[src/rtl/shirq_pkg.sv]
package shirq_pkg;
  localparam int IDX_W = 8;
  localparam int ARG_W = 23;

  localparam logic [4:0] ADR_CFG_INFO   = 5'h00;
  localparam logic [4:0] ADR_SRC_MODE   = 5'h01;
  localparam logic [4:0] ADR_MASK_ON    = 5'h02;
  localparam logic [4:0] ADR_MASK_OFF   = 5'h03;
  localparam logic [4:0] ADR_EDGE_CMD   = 5'h04;
  localparam logic [4:0] ADR_PIN_ROUTE  = 5'h05;
  localparam logic [4:0] ADR_CORE_ROUTE = 5'h06;

  typedef struct packed {
    logic             cfgWe;
    logic             maskSet;
    logic             maskClr;
    logic             edgeSet;
    logic             edgeClr;
    logic             pinWe;
    logic             coreWe;
    logic             hiBit;
    logic [IDX_W-1:0] idx;
    logic [ARG_W-1:0] arg;
  } wrStrobe_t;

  typedef struct packed {
    logic       cfgRd;
    logic       pendRd;
    logic       maskRd;
    logic [2:0] word;
  } rdSel_t;
endpackage

[src/rtl/shirq_ctrl.sv]
module shirq_ctrl
  import shirq_pkg::*;
#(
  parameter int NUM_SRC = 16
) (
  input  logic        wrEn,
  input  logic [4:0]  wrAddr,
  input  logic [31:0] wrData,
  input  logic [4:0]  rdAddr,
  output wrStrobe_t   strb,
  output rdSel_t      rdSel
);
  logic idxOk;
  logic wrGo;

  assign idxOk = {1'b0, wrData[7:0]} < 9'(NUM_SRC);
  assign wrGo  = wrEn && idxOk;

  always_comb begin
    strb.cfgWe   = wrGo && (wrAddr == ADR_SRC_MODE);
    strb.maskSet = wrGo && (wrAddr == ADR_MASK_ON);
    strb.maskClr = wrGo && (wrAddr == ADR_MASK_OFF);
    strb.edgeSet = wrGo && (wrAddr == ADR_EDGE_CMD) && wrData[31];
    strb.edgeClr = wrGo && (wrAddr == ADR_EDGE_CMD) && !wrData[31];
    strb.pinWe   = wrGo && (wrAddr == ADR_PIN_ROUTE);
    strb.coreWe  = wrGo && (wrAddr == ADR_CORE_ROUTE);
    strb.hiBit   = wrData[31];
    strb.idx     = wrData[7:0];
    strb.arg     = wrData[30:8];
  end

  always_comb begin
    rdSel.cfgRd  = (rdAddr == ADR_CFG_INFO);
    rdSel.pendRd = (rdAddr[4:3] == 2'b01);
    rdSel.maskRd = (rdAddr[4:3] == 2'b10);
    rdSel.word   = rdAddr[2:0];
  end
endmodule

[src/rtl/shirq_datapath.sv]
module shirq_datapath
  import shirq_pkg::*;
#(
  parameter int CFG_CNT   = 1,
  parameter int NUM_SRC   = 16,
  parameter int NUM_CORES = 4,
  parameter int NUM_PINS  = 6
) (
  input  logic                          clk,
  input  logic                          rstN,
  input  logic [NUM_SRC-1:0]            srcIn,
  input  wrStrobe_t                     strb,
  input  rdSel_t                        rdSel,
  output logic [31:0]                   rdData,
  output logic [NUM_CORES-1:0]          irqReq,
  output logic [NUM_CORES*NUM_PINS-1:0] irqPin
);
  localparam int NUM_WORDS = (NUM_SRC + 31) / 32;
  localparam int PAD_W     = NUM_WORDS * 32;

  logic [NUM_SRC-1:0]   syncA, syncB, syncC;
  logic [NUM_SRC-1:0]   polQ, trigQ, dualQ, maskQ, pinEnQ, latchQ;
  logic [7:0]           pinNumQ  [NUM_SRC];
  logic [NUM_CORES-1:0] coreMapQ [NUM_SRC];
  logic [NUM_SRC-1:0]   edgeHw, pend;
  logic                 coreOk;
  logic [PAD_W-1:0]     pendPad, maskPad;

  assign coreOk = (strb.arg >> NUM_CORES) == '0;

  always_ff @(posedge clk or negedge rstN) begin
    if (!rstN) begin
      syncA <= '0;
      syncB <= '0;
      syncC <= '0;
    end else begin
      syncA <= srcIn;
      syncB <= syncA;
      syncC <= syncB;
    end
  end

  always_comb begin
    for (int i = 0; i < NUM_SRC; i++) begin
      if (!trigQ[i])     edgeHw[i] = 1'b0;
      else if (dualQ[i]) edgeHw[i] = syncB[i] ^ syncC[i];
      else if (polQ[i])  edgeHw[i] = !syncB[i] && syncC[i];
      else               edgeHw[i] = syncB[i] && !syncC[i];
      pend[i] = trigQ[i] ? latchQ[i] : (syncB[i] ^ polQ[i]);
    end
  end

  always_ff @(posedge clk or negedge rstN) begin
    if (!rstN) begin
      polQ   <= '0;
      trigQ  <= '0;
      dualQ  <= '0;
      maskQ  <= '0;
      pinEnQ <= '0;
      latchQ <= '0;
      for (int i = 0; i < NUM_SRC; i++) begin
        pinNumQ[i]  <= '0;
        coreMapQ[i] <= '0;
      end
    end else begin
      for (int i = 0; i < NUM_SRC; i++) begin
        if (strb.idx == 8'(i)) begin
          if (strb.cfgWe) begin
            polQ[i]  <= strb.arg[0];
            trigQ[i] <= strb.arg[1];
            dualQ[i] <= strb.arg[2];
          end
          if (strb.maskSet)      maskQ[i] <= 1'b1;
          else if (strb.maskClr) maskQ[i] <= 1'b0;
          if (strb.pinWe) begin
            pinEnQ[i]  <= strb.hiBit;
            pinNumQ[i] <= strb.arg[7:0];
          end
          if (strb.coreWe && coreOk) coreMapQ[i] <= strb.arg[NUM_CORES-1:0];
        end
        if (edgeHw[i] || (strb.edgeSet && strb.idx == 8'(i)))
          latchQ[i] <= 1'b1;
        else if (strb.edgeClr && strb.idx == 8'(i))
          latchQ[i] <= 1'b0;
      end
    end
  end

  always_comb begin
    irqReq = '0;
    irqPin = '0;
    for (int i = 0; i < NUM_SRC; i++) begin
      for (int c = 0; c < NUM_CORES; c++) begin
        if (pend[i] && maskQ[i] && pinEnQ[i] && coreMapQ[i][c]) begin
          irqReq[c] = 1'b1;
          for (int p = 0; p < NUM_PINS; p++)
            if (pinNumQ[i] == 8'(p)) irqPin[c*NUM_PINS+p] = 1'b1;
        end
      end
    end
  end

  assign pendPad = PAD_W'(pend);
  assign maskPad = PAD_W'(maskQ);

  always_comb begin
    rdData = '0;
    if (rdSel.cfgRd)
      rdData = 32'(CFG_CNT);
    else if (rdSel.pendRd && int'(rdSel.word) < NUM_WORDS)
      rdData = pendPad[int'(rdSel.word)*32 +: 32];
    else if (rdSel.maskRd && int'(rdSel.word) < NUM_WORDS)
      rdData = maskPad[int'(rdSel.word)*32 +: 32];
  end

  for (genvar gi = 0; gi < NUM_SRC; gi++) begin : g_chk
    AST_MASK_ON: assert property (@(posedge clk) disable iff (!rstN)
      (strb.maskSet && strb.idx == 8'(gi)) |=> maskQ[gi]);
    AST_MASK_OFF: assert property (@(posedge clk) disable iff (!rstN)
      (strb.maskClr && strb.idx == 8'(gi)) |=> !maskQ[gi]);
    AST_EDGE_RAISE: assert property (@(posedge clk) disable iff (!rstN)
      (strb.edgeSet && strb.idx == 8'(gi)) |=> latchQ[gi]);
    AST_EDGE_ACK: assert property (@(posedge clk) disable iff (!rstN)
      (strb.edgeClr && strb.idx == 8'(gi) && !edgeHw[gi]) |=> !latchQ[gi]);
  end

  for (genvar gc = 0; gc < NUM_CORES; gc++) begin : g_core
    AST_PIN_NEEDS_REQ: assert property (@(posedge clk) disable iff (!rstN)
      (|irqPin[gc*NUM_PINS +: NUM_PINS]) |-> irqReq[gc]);
  end

  AST_REQ_GATED: assert property (@(posedge clk) disable iff (!rstN)
    (|irqReq) |-> (|(pend & maskQ & pinEnQ)));
endmodule

[src/rtl/shared_irq_ctrl.sv]
module shared_irq_ctrl
  import shirq_pkg::*;
#(
  parameter int CFG_CNT   = 1,
  parameter int NUM_CORES = 4,
  parameter int NUM_PINS  = 6,
  localparam int NUM_SRC  = 8 * (CFG_CNT + 1)
) (
  input  logic                          clk,
  input  logic                          rstN,
  input  logic [NUM_SRC-1:0]            srcIn,
  input  logic                          wrEn,
  input  logic [4:0]                    wrAddr,
  input  logic [31:0]                   wrData,
  input  logic [4:0]                    rdAddr,
  output logic [31:0]                   rdData,
  output logic [NUM_CORES-1:0]          irqReq,
  output logic [NUM_CORES*NUM_PINS-1:0] irqPin
);
  wrStrobe_t strb;
  rdSel_t    rdSel;

  shirq_ctrl #(.NUM_SRC(NUM_SRC)) uCtrl (
    .wrEn  (wrEn),
    .wrAddr(wrAddr),
    .wrData(wrData),
    .rdAddr(rdAddr),
    .strb  (strb),
    .rdSel (rdSel)
  );

  shirq_datapath #(
    .CFG_CNT  (CFG_CNT),
    .NUM_SRC  (NUM_SRC),
    .NUM_CORES(NUM_CORES),
    .NUM_PINS (NUM_PINS)
  ) uData (
    .clk   (clk),
    .rstN  (rstN),
    .srcIn (srcIn),
    .strb  (strb),
    .rdSel (rdSel),
    .rdData(rdData),
    .irqReq(irqReq),
    .irqPin(irqPin)
  );
endmodule

[config.mk]
export PLATFORM = sky130hd
export DESIGN_NAME = shared_irq_ctrl
export DESIGN_NICKNAME = d
export VERILOG_FILES = /design/src/rtl/shirq_pkg.sv /design/src/rtl/shirq_ctrl.sv /design/src/rtl/shirq_datapath.sv /design/src/rtl/shared_irq_ctrl.sv
export SDC_FILE = /design/constraint.sdc
export NUM_CORES = 1
export LEC_CHECK = 0
export BUFFER_PORTS_ARGS = -buffer_cell sky130_fd_sc_hd__buf_2
export CELL_PAD_IN_SITES_DETAIL_PLACEMENT = 0
export CELL_PAD_IN_SITES_GLOBAL_PLACEMENT = 1
export CORE_UTILIZATION = 40
export DETAILED_ROUTE_END_ITERATION = 8
export PLACE_DENSITY = 0.71
export SYNTH_ARGS = -nofsm -noshare
export SYNTH_HDL_FRONTEND = slang
export SYNTH_SLANG_ARGS = --single-unit
[constraint.sdc]
create_clock -name clk -period 3.1 [get_ports clk]
set_clock_uncertainty 0.15 [all_clocks]
set_input_delay 0.31 -clock clk [delete_from_list [all_inputs] [get_ports clk]]
set_output_delay 0.31 -clock clk [all_outputs]
set_load 0.02 [all_outputs]
==> After elaboration in Yosys (flattened, before gate mapping) <==
Index checks and enable logic that the tools add are counted.
{ "op_classes": {"n_bitwise": 32, "shift": 2, "n_eq_ne": 103, "reduce_logical": 321, "n_lt_le_gt_ge": 2, "muxes": 595} }
{ "op_table": {"columns": ["cell", "n"], "rows": [
  ["1-bit 2-to-1 mux", 528],
  ["6-bit 2-to-1 mux", 64],
  ["8-bit by 3-bit == test with 1-bit output, second input constant", 36],
  ["8-bit by 2-bit == test with 1-bit output, second input constant", 34],
  ["1-bit logical AND", 172],
  ["8-bit by 1-bit == test with 1-bit output, second input constant", 17],
  ["8-bit logical NOT", 17],
  ["2-bit AND reduction", 64],
  ["32-bit 2-to-1 mux", 3],
  ["8-bit by 4-bit == test with 1-bit output, second input constant", 8],
  ["32-bit by 9-bit indexed part select with 32-bit output", 2],
  ["2-bit nonzero test", 17],
  ["1-bit logical NOT", 33],
  ["1-bit bitwise XOR", 32],
  ["23-bit logical NOT", 1],
  ["1-bit logical OR", 16],
  ["5-bit by 3-bit == test with 1-bit output, second input constant", 3],
  ["5-bit by 2-bit == test with 1-bit output, second input constant", 2],
  ["8-bit by 5-bit < comparator with 1-bit output, second input constant", 1],
  ["5-bit by 1-bit == test with 1-bit output, second input constant", 1],
  ["5-bit logical NOT", 1],
  ["3-bit by 1-bit < comparator with 1-bit output, second input constant", 1],
  ["2-bit by 1-bit == test with 1-bit output, second input constant", 1],
  ["2-bit == test, second input constant", 1]
]} }
{ "totals": {"ff_bits": 336, "input_bits": 61, "out_inout_bits": 60, "elab_cells": 1186} }

==> Logic depth before layout (Yosys ltp) <==
{ "logic_depth": {"word_depth": 36, "mapped_depth": 8, "depth_no_buf": 6} }

==> Modules after synthesis <==
A second synthesis with hierarchy kept.
{ "unflattened": {"hier_cells": 1822, "hier_area_um2": 19068.3} }
{ "modules_own_cells": {"columns": ["mod", "area_each_um2", "seq_area_each_um2", "cells_each", "instances"], "rows": [
  ["shirq_datapath", 18669.2, 8408.1, 1767, 1],
  ["shirq_ctrl", 399.1, 0.0, 55, 1]
]} }

==> Least setup slack after synthesis <==
OpenSTA, ideal clock, no wires.
{ "synth_timing": {"kind": "register to output", "startpoint": "reg uData.pinNumQ[75] in the netlist's numbering", "endpoint": "out irqPin[6]", "t_arrival_ns": 2.178, "n_path_buf": 1, "path_stages_with_launch": 8, "required_time_ns": 2.640, "setup_slack_ns": 0.462, "path_cell_list": "dfrtp_1 > or4_1 > or3_1 > buf_6 > nor4b_4 > a32oi_1 > and4_1 > nand3_1"} }
{ "synth_between": {"elab_chain_cells": 21} }
{ "synth_lines": {"columns": ["element", "line_no", "rtl"], "rows": [
  ["start, declared", "shirq_datapath.sv:23", "logic [7:0] pinNumQ [NUM_SRC];"],
  ["start signal, assigned by index", "shirq_datapath.sv:77", "pinNumQ[i] <= strb.arg[7:0];"],
  ["8-bit logical NOT *", "shirq_datapath.sv:97", "if (pinNumQ[i] == 8'(p)) irqPin[c*NUM_PINS+p] = 1'b1;"],
  ["1-bit 2-to-1 mux *", "shirq_datapath.sv:97", null],
  ["6-bit 2-to-1 mux *", "shirq_datapath.sv:94", "if (pend[i] && maskQ[i] && pinEnQ[i] && coreMapQ[i][c]) begin"],
  ["1-bit 2-to-1 mux", "shirq_datapath.sv:97", null],
  ["6-bit 2-to-1 mux *", "shirq_datapath.sv:94", null],
  ["1-bit 2-to-1 mux", "shirq_datapath.sv:97", null],
  ["6-bit 2-to-1 mux *", "shirq_datapath.sv:94", null],
  ["1-bit 2-to-1 mux", "shirq_datapath.sv:97", null],
  ["[5 not listed]", null, null],
  ["1-bit 2-to-1 mux", "shirq_datapath.sv:97", null],
  ["6-bit 2-to-1 mux *", "shirq_datapath.sv:94", null],
  ["1-bit 2-to-1 mux", "shirq_datapath.sv:97", null],
  ["6-bit 2-to-1 mux *", "shirq_datapath.sv:94", null],
  ["1-bit 2-to-1 mux", "shirq_datapath.sv:97", null],
  ["6-bit 2-to-1 mux *", "shirq_datapath.sv:94", null],
  ["1-bit 2-to-1 mux", "shirq_datapath.sv:97", null],
  ["6-bit 2-to-1 mux *", "shirq_datapath.sv:94", null],
  ["end, declared", "shared_irq_ctrl.sv:18", "output logic [NUM_CORES*NUM_PINS-1:0] irqPin"]
]} }
Mark *: on every way between the ends. The rest lies on a longest branch, timed or not.

==> Worst setup path in the final report <==
{ "layout_timing": {"startpoint": "reg uData.pinNumQ[80] in the netlist's numbering", "endpoint": "out irqPin[4]"} }
{ "layout_between": {"elab_chain_cells": 23} }
{ "layout_lines": {"columns": ["element", "line_no"], "rows": [
  ["8-bit by 3-bit == test with 1-bit output *", "shirq_datapath.sv:97"],
  ["1-bit 2-to-1 mux *", "shirq_datapath.sv:97"],
  ["6-bit 2-to-1 mux *", "shirq_datapath.sv:94"],
  ["1-bit 2-to-1 mux", "shirq_datapath.sv:97"],
  ["6-bit 2-to-1 mux *", "shirq_datapath.sv:94"],
  ["1-bit 2-to-1 mux", "shirq_datapath.sv:97"],
  ["6-bit 2-to-1 mux *", "shirq_datapath.sv:94"],
  ["1-bit 2-to-1 mux", "shirq_datapath.sv:97"],
  ["[7 not listed]", null],
  ["1-bit 2-to-1 mux", "shirq_datapath.sv:97"],
  ["6-bit 2-to-1 mux *", "shirq_datapath.sv:94"],
  ["1-bit 2-to-1 mux", "shirq_datapath.sv:97"],
  ["6-bit 2-to-1 mux *", "shirq_datapath.sv:94"],
  ["1-bit 2-to-1 mux", "shirq_datapath.sv:97"],
  ["6-bit 2-to-1 mux *", "shirq_datapath.sv:94"],
  ["1-bit 2-to-1 mux", "shirq_datapath.sv:97"],
  ["6-bit 2-to-1 mux *", "shirq_datapath.sv:94"]
]} }
Marked as above.

==> results.env <==
SYNTH-ASYNC-RESET-RATIO_PCT=100
SYN_TO_FINAL_GROWTH_PCT=30.3
CORE_REGION_AREA_MM2=0.0457
LAYOUT-DRIVE-GT1-SHARE_PCT=41.2
DP_SLACK_NS=-0.0690
CRIT_PATH_MAX_FANOUT=8
MIN_PERIOD_NS=3.56
SETUP_VIOL_COUNT_FINAL=28
NETLIST-CELL-TYPE-COUNT=79
GR-USAGE-ALL-LAYERS_PCT=37.9
START_POINT_OF_THE_CRITICAL_PATH='uData.pinNumQ[80]$_DFFE_PN0P_'
DRV_SLEW=0
MIN_PERIOD_OVER_PERIOD_PCT=115
R2R_CELLS=6
SYNTH-WARNING-COUNT=0
SYNTH_ENABLE_FLOP_CELLS=0
MET2ROUTEDLENGTH_UM=38700
CRITICAL_PATH.CELL_CHAIN='nor2_1 -> and3_1 -> a222oi_1 -> nand4_1 -> or4_4 -> buf_6'
TIMING_WORST_SLEW_PIN_VALUE_NS=1.08
GRT_PASS1_WL_UM=127000
FIN_WS_NS=-0.460
DRC=0
COMMONEST_NON_FILL_NON_TAP_CELL_IN_THE_LAYOUT='sky130_fd_sc_hd__dfrtp_1'
ROUTE.DETAILED.VIAS_PER_INST=6.39
SUM_OF_ROUTED_WIRE_LENGTH_OVER_ALL_LAYERS_UM=89800
DETAILED_ROUTE_ITER0_VIOLATIONS=1983
PATH_CLK_SLEW_NS=0.06
MAX_FREQ_MHz=281
SYNTH_TOP_CELL_AREA_SHARE_PCT=45.0
WORST_EP_ARRIVAL_TIME_NS=3.10
CPPEAKSTAGEDELAY_NS=0.59
DESIGN.PORTCOUNT=121
INITIAL_UTIL_PCT=40.9
DP.CELLS=2615
SYNTH_TOP_FLOP_CELL='sky130_fd_sc_hd__dfrtp_1'
RUN_STATUS='finished, violations left'
CLK_LATENCY_NS=0.56
SLOWEST_CELL_ON_THE_CRITICAL_PATH='sky130_fd_sc_hd__or4_4'
DESIGN.DIE.AREA_MM2=0.0476
END_POINT_OF_THE_CRITICAL_PATH='irqPin[4]'
NUM_CTS_BUFFERS=38
SYNTHESIS.INSTANCES=1759
DIEHEIGHT_UM=218
IO_BUFFERS=104
GRT_PASS1_VIAS=17000
CRIT-REG2REG-CAPTURE='uData.latchQ[13]$_DFFE_PN0P_'
CLK_PATH_BUF_DEPTH=3
GLOBALROUTEOVERFLOWTOTAL=0
POWER.DENSITY_mW_PER_MM2=383
CRITICAL_PATH.STARTPOINT_TYPE='register'
NUM_ROWS=78
DETAILEDROUTE.FIRSTPASSITERATIONCOUNT=7
RSZ0062_AT_GRT='true'
LEADING_CELL_TYPES_IN_THE_LAYOUT_FILL_AND_TAPS_EXCLUDED='331 x sky130_fd_sc_hd__dfrtp_1, 267 x sky130_fd_sc_hd__mux2_2, 228 x sky130_fd_sc_hd__buf_4'
POSTSYNTHAREAPERCELL_UM2=10.6
CRITICALPATHCATEGORY='reg -> out'
TRITONCTS='built'
CLOCK_SINK_COUNT=336
CTS-ROOT-BUF='sky130_fd_sc_hd__clkbuf_16'
ANTENNA_LEFT=0
HOLD_PATH.CLASS='in -> reg'
POSTSYNTHREGISTERBITS=336
YOSYSTOPAREACELL='sky130_fd_sc_hd__dfrtp_1'
HTREE_NUM_LEVELS=2
VIA_COUNT=17600
NUM-NETS-FINAL=2224
FINALPOWER_mW=9.32
REG2REG_SLACK_NS=1.43
SYNTH_TOP_CELLS_BY_AREA='sky130_fd_sc_hd__dfrtp_1 45%, sky130_fd_sc_hd__mux2_2 16%, sky130_fd_sc_hd__nand2_1 3.0%, sky130_fd_sc_hd__o21ai_0 2.2%, sky130_fd_sc_hd__ha_1 2.1%'
HOLD-PATH-CELL-COUNT=3
GRT_START_MAX_NET_PINS=81
WORST_SLEW_MARGIN_REL_PCT=28.1
HORIZONTAL_DIE_DIMENSION_UM=218
WL_MET1_UM=38400
GRT_ANTENNA_BEFORE_REPAIR=1
ROUTE.MET3.WL_UM=7050
VIOLATED_CHECKS='negative setup slack'
TOP_SIGNAL_LAYER_USED='met4'
SEQ_AREA_FRAC_SYNTH_PCT=45.0
CRITICAL_PATH_REQUIRED_TIME_NS=2.64
CRITICAL_PATH.ENDPOINT_TYPE='primary output'
SYNTH_AREA_MM2=0.0187
VDD_IR_DROP_MAX_mV=0.511
POWER.LEAKAGE_nW=11.1
PLACE.DETAILED.HPWL_UM=68400
TIMING_HOLD_VIOLATIONS_FINAL=0
CRITICAL_PATH.REG2REG.STARTPOINT='uData.syncB[13]$_DFF_PN0_'
NUMBER_OF_MAX_CAP_VIOLATIONS=0
FINALNONFILLERCELLS=2758
POST_DRT_WL_PER_CELL_UM=32.6
PLACE_CONGESTION=1.10
-- state kept, by name, summed over array words and instances, names as in the netlist --
| register | flops |
|---|---|
| uData.pinNumQ | 128 |
| uData.coreMapQ | 64 |
| uData.dualQ | 16 |
| uData.latchQ | 16 |
| uData.maskQ | 16 |
| uData.pinEnQ | 16 |
| uData.polQ | 16 |
| uData.syncA | 16 |
| uData.syncB | 16 |
| uData.syncC | 16 |
| uData.trigQ | 16 |
-- metal layers --
metal,global-route usage (%),up-vias
li1,-,7427
met1,52.8,9066
met2,55.9,891
met3,5.83,231
met4,21.7,0
met5,0,-
-- Yosys cell counts, drive strengths merged (4+ instances only) --
cell type / n
a32o: 10
and3b: 4
clkbuf: 42
nor4: 43
nor2b: 46
dfrtp: 336
o21ai: 81
nand3b: 7
o2111ai: 16
a31oi: 11
and2: 18
nand2b: 23
a211oi: 6
or2: 8
nand3: 68
nand4b: 4
a22o: 12
ha: 32
o211ai: 40
or3: 18
nor2: 108
a221oi: 20
a22oi: 21
and4: 12
a32oi: 41
nor3: 54
o2111a: 8
mux2: 267
a21oi: 7
nor3b: 4
nand2: 157
xor2: 16
and3: 17
or4: 10
nor4b: 13
or4b: 6
nand4: 29
inv: 49
or3b: 5
a222oi: 24
buf: 32
-- kinds of logic after synthesis --
group / after synthesis / share of synthesized area (%)
AND/OR/NAND/NOR: 660 / 19.7
flip-flops: 336 / 45.0
AO/OA/AOI/OAI: 324 / 13.3
multiplexers: 267 / 16.1
buffers and inverters: 123 / 2.97
adder cells (fa/ha/maj): 32 / 2.14
XOR/XNOR: 16 / 0.750
other: 1 / 0.0201
-- worst min path at each step --
stage | to | start | slack (ns)
finish | uData.coreMapQ[60]$_DFFE_PN0P_ | wrData[8] | 0.18
detailed placement | uData.syncB[10]$_DFF_PN0_ | uData.syncA[10]$_DFF_PN0_ | 0.18
floorplan | uData.coreMapQ[0]$_DFFE_PN0P_ | rstN | -0.14
global route | uData.maskQ[14]$_DFFE_PN0P_ | wrData[3] | 0.20
global placement | uData.syncB[11]$_DFF_PN0_ | uData.syncA[11]$_DFF_PN0_ | 0.18
CTS | uData.coreMapQ[60]$_DFFE_PN0P_ | wrData[8] | 0.14
-- area by class of cell --
| type | instances | area (um^2) |
|---|---|---|
| fillers | 4075 | 21300 |
| multi-input cells | 1315 | 10600 |
| flip-flops and latches | 336 | 8410 |
| repair buffers | 391 | 3130 |
| clock buffers | 58 | 1120 |
| well taps | 600 | 751 |
| inverters | 49 | 184 |
| clock inverters | 8 | 96.3 |
| diodes | 1 | 2.50 |
-- report_power, final --
group / switching [mW] / internal [mW] / leakage [nW]
combinational: 0.316 / 0.135 / 6.04
clock: 1.85 / 2.57 / 0.592
sequential: 0.0233 / 4.42 / 4.47
-- critical path: cells and delay by family (launching register included) --
kind / cells / cell delay, ns
AND/OR/NAND/NOR: 4 / 1.40
buffers and inverters: 1 / 0.15
AO/OA/AOI/OAI: 1 / 0.45
flip-flops: 1 / 0.56
-- through the flow --
step | setup TNS [ns] | utilization (%) | hold slack [ns] | area, um^2
after floorplan | 0 | - | -0.136 | 18700
final | -7.51 | 53.3 | 0.179 | 24300
after CTS | -6.35 | 51.8 | 0.138 | 23700
after global routing | -9.19 | 53.3 | 0.196 | 24300
after detailed placement | -0.104 | 46.6 | 0.185 | 21300
after global placement | -0.0459 | 46.6 | 0.182 | 21300
-- timing repair --
item / 4_1_cts / 5_1_grt
endpoints found under the hold margin: 89 / 0
cloned: 0 / 0
endpoints found under the setup margin: 28 / 28
pin swaps: 75 / 80
setup buffers: 39 / 33
resized for setup: 170 / 98
hold buffers: 17 / 0
Note: power is estimated with default switching activity, not from simulation.
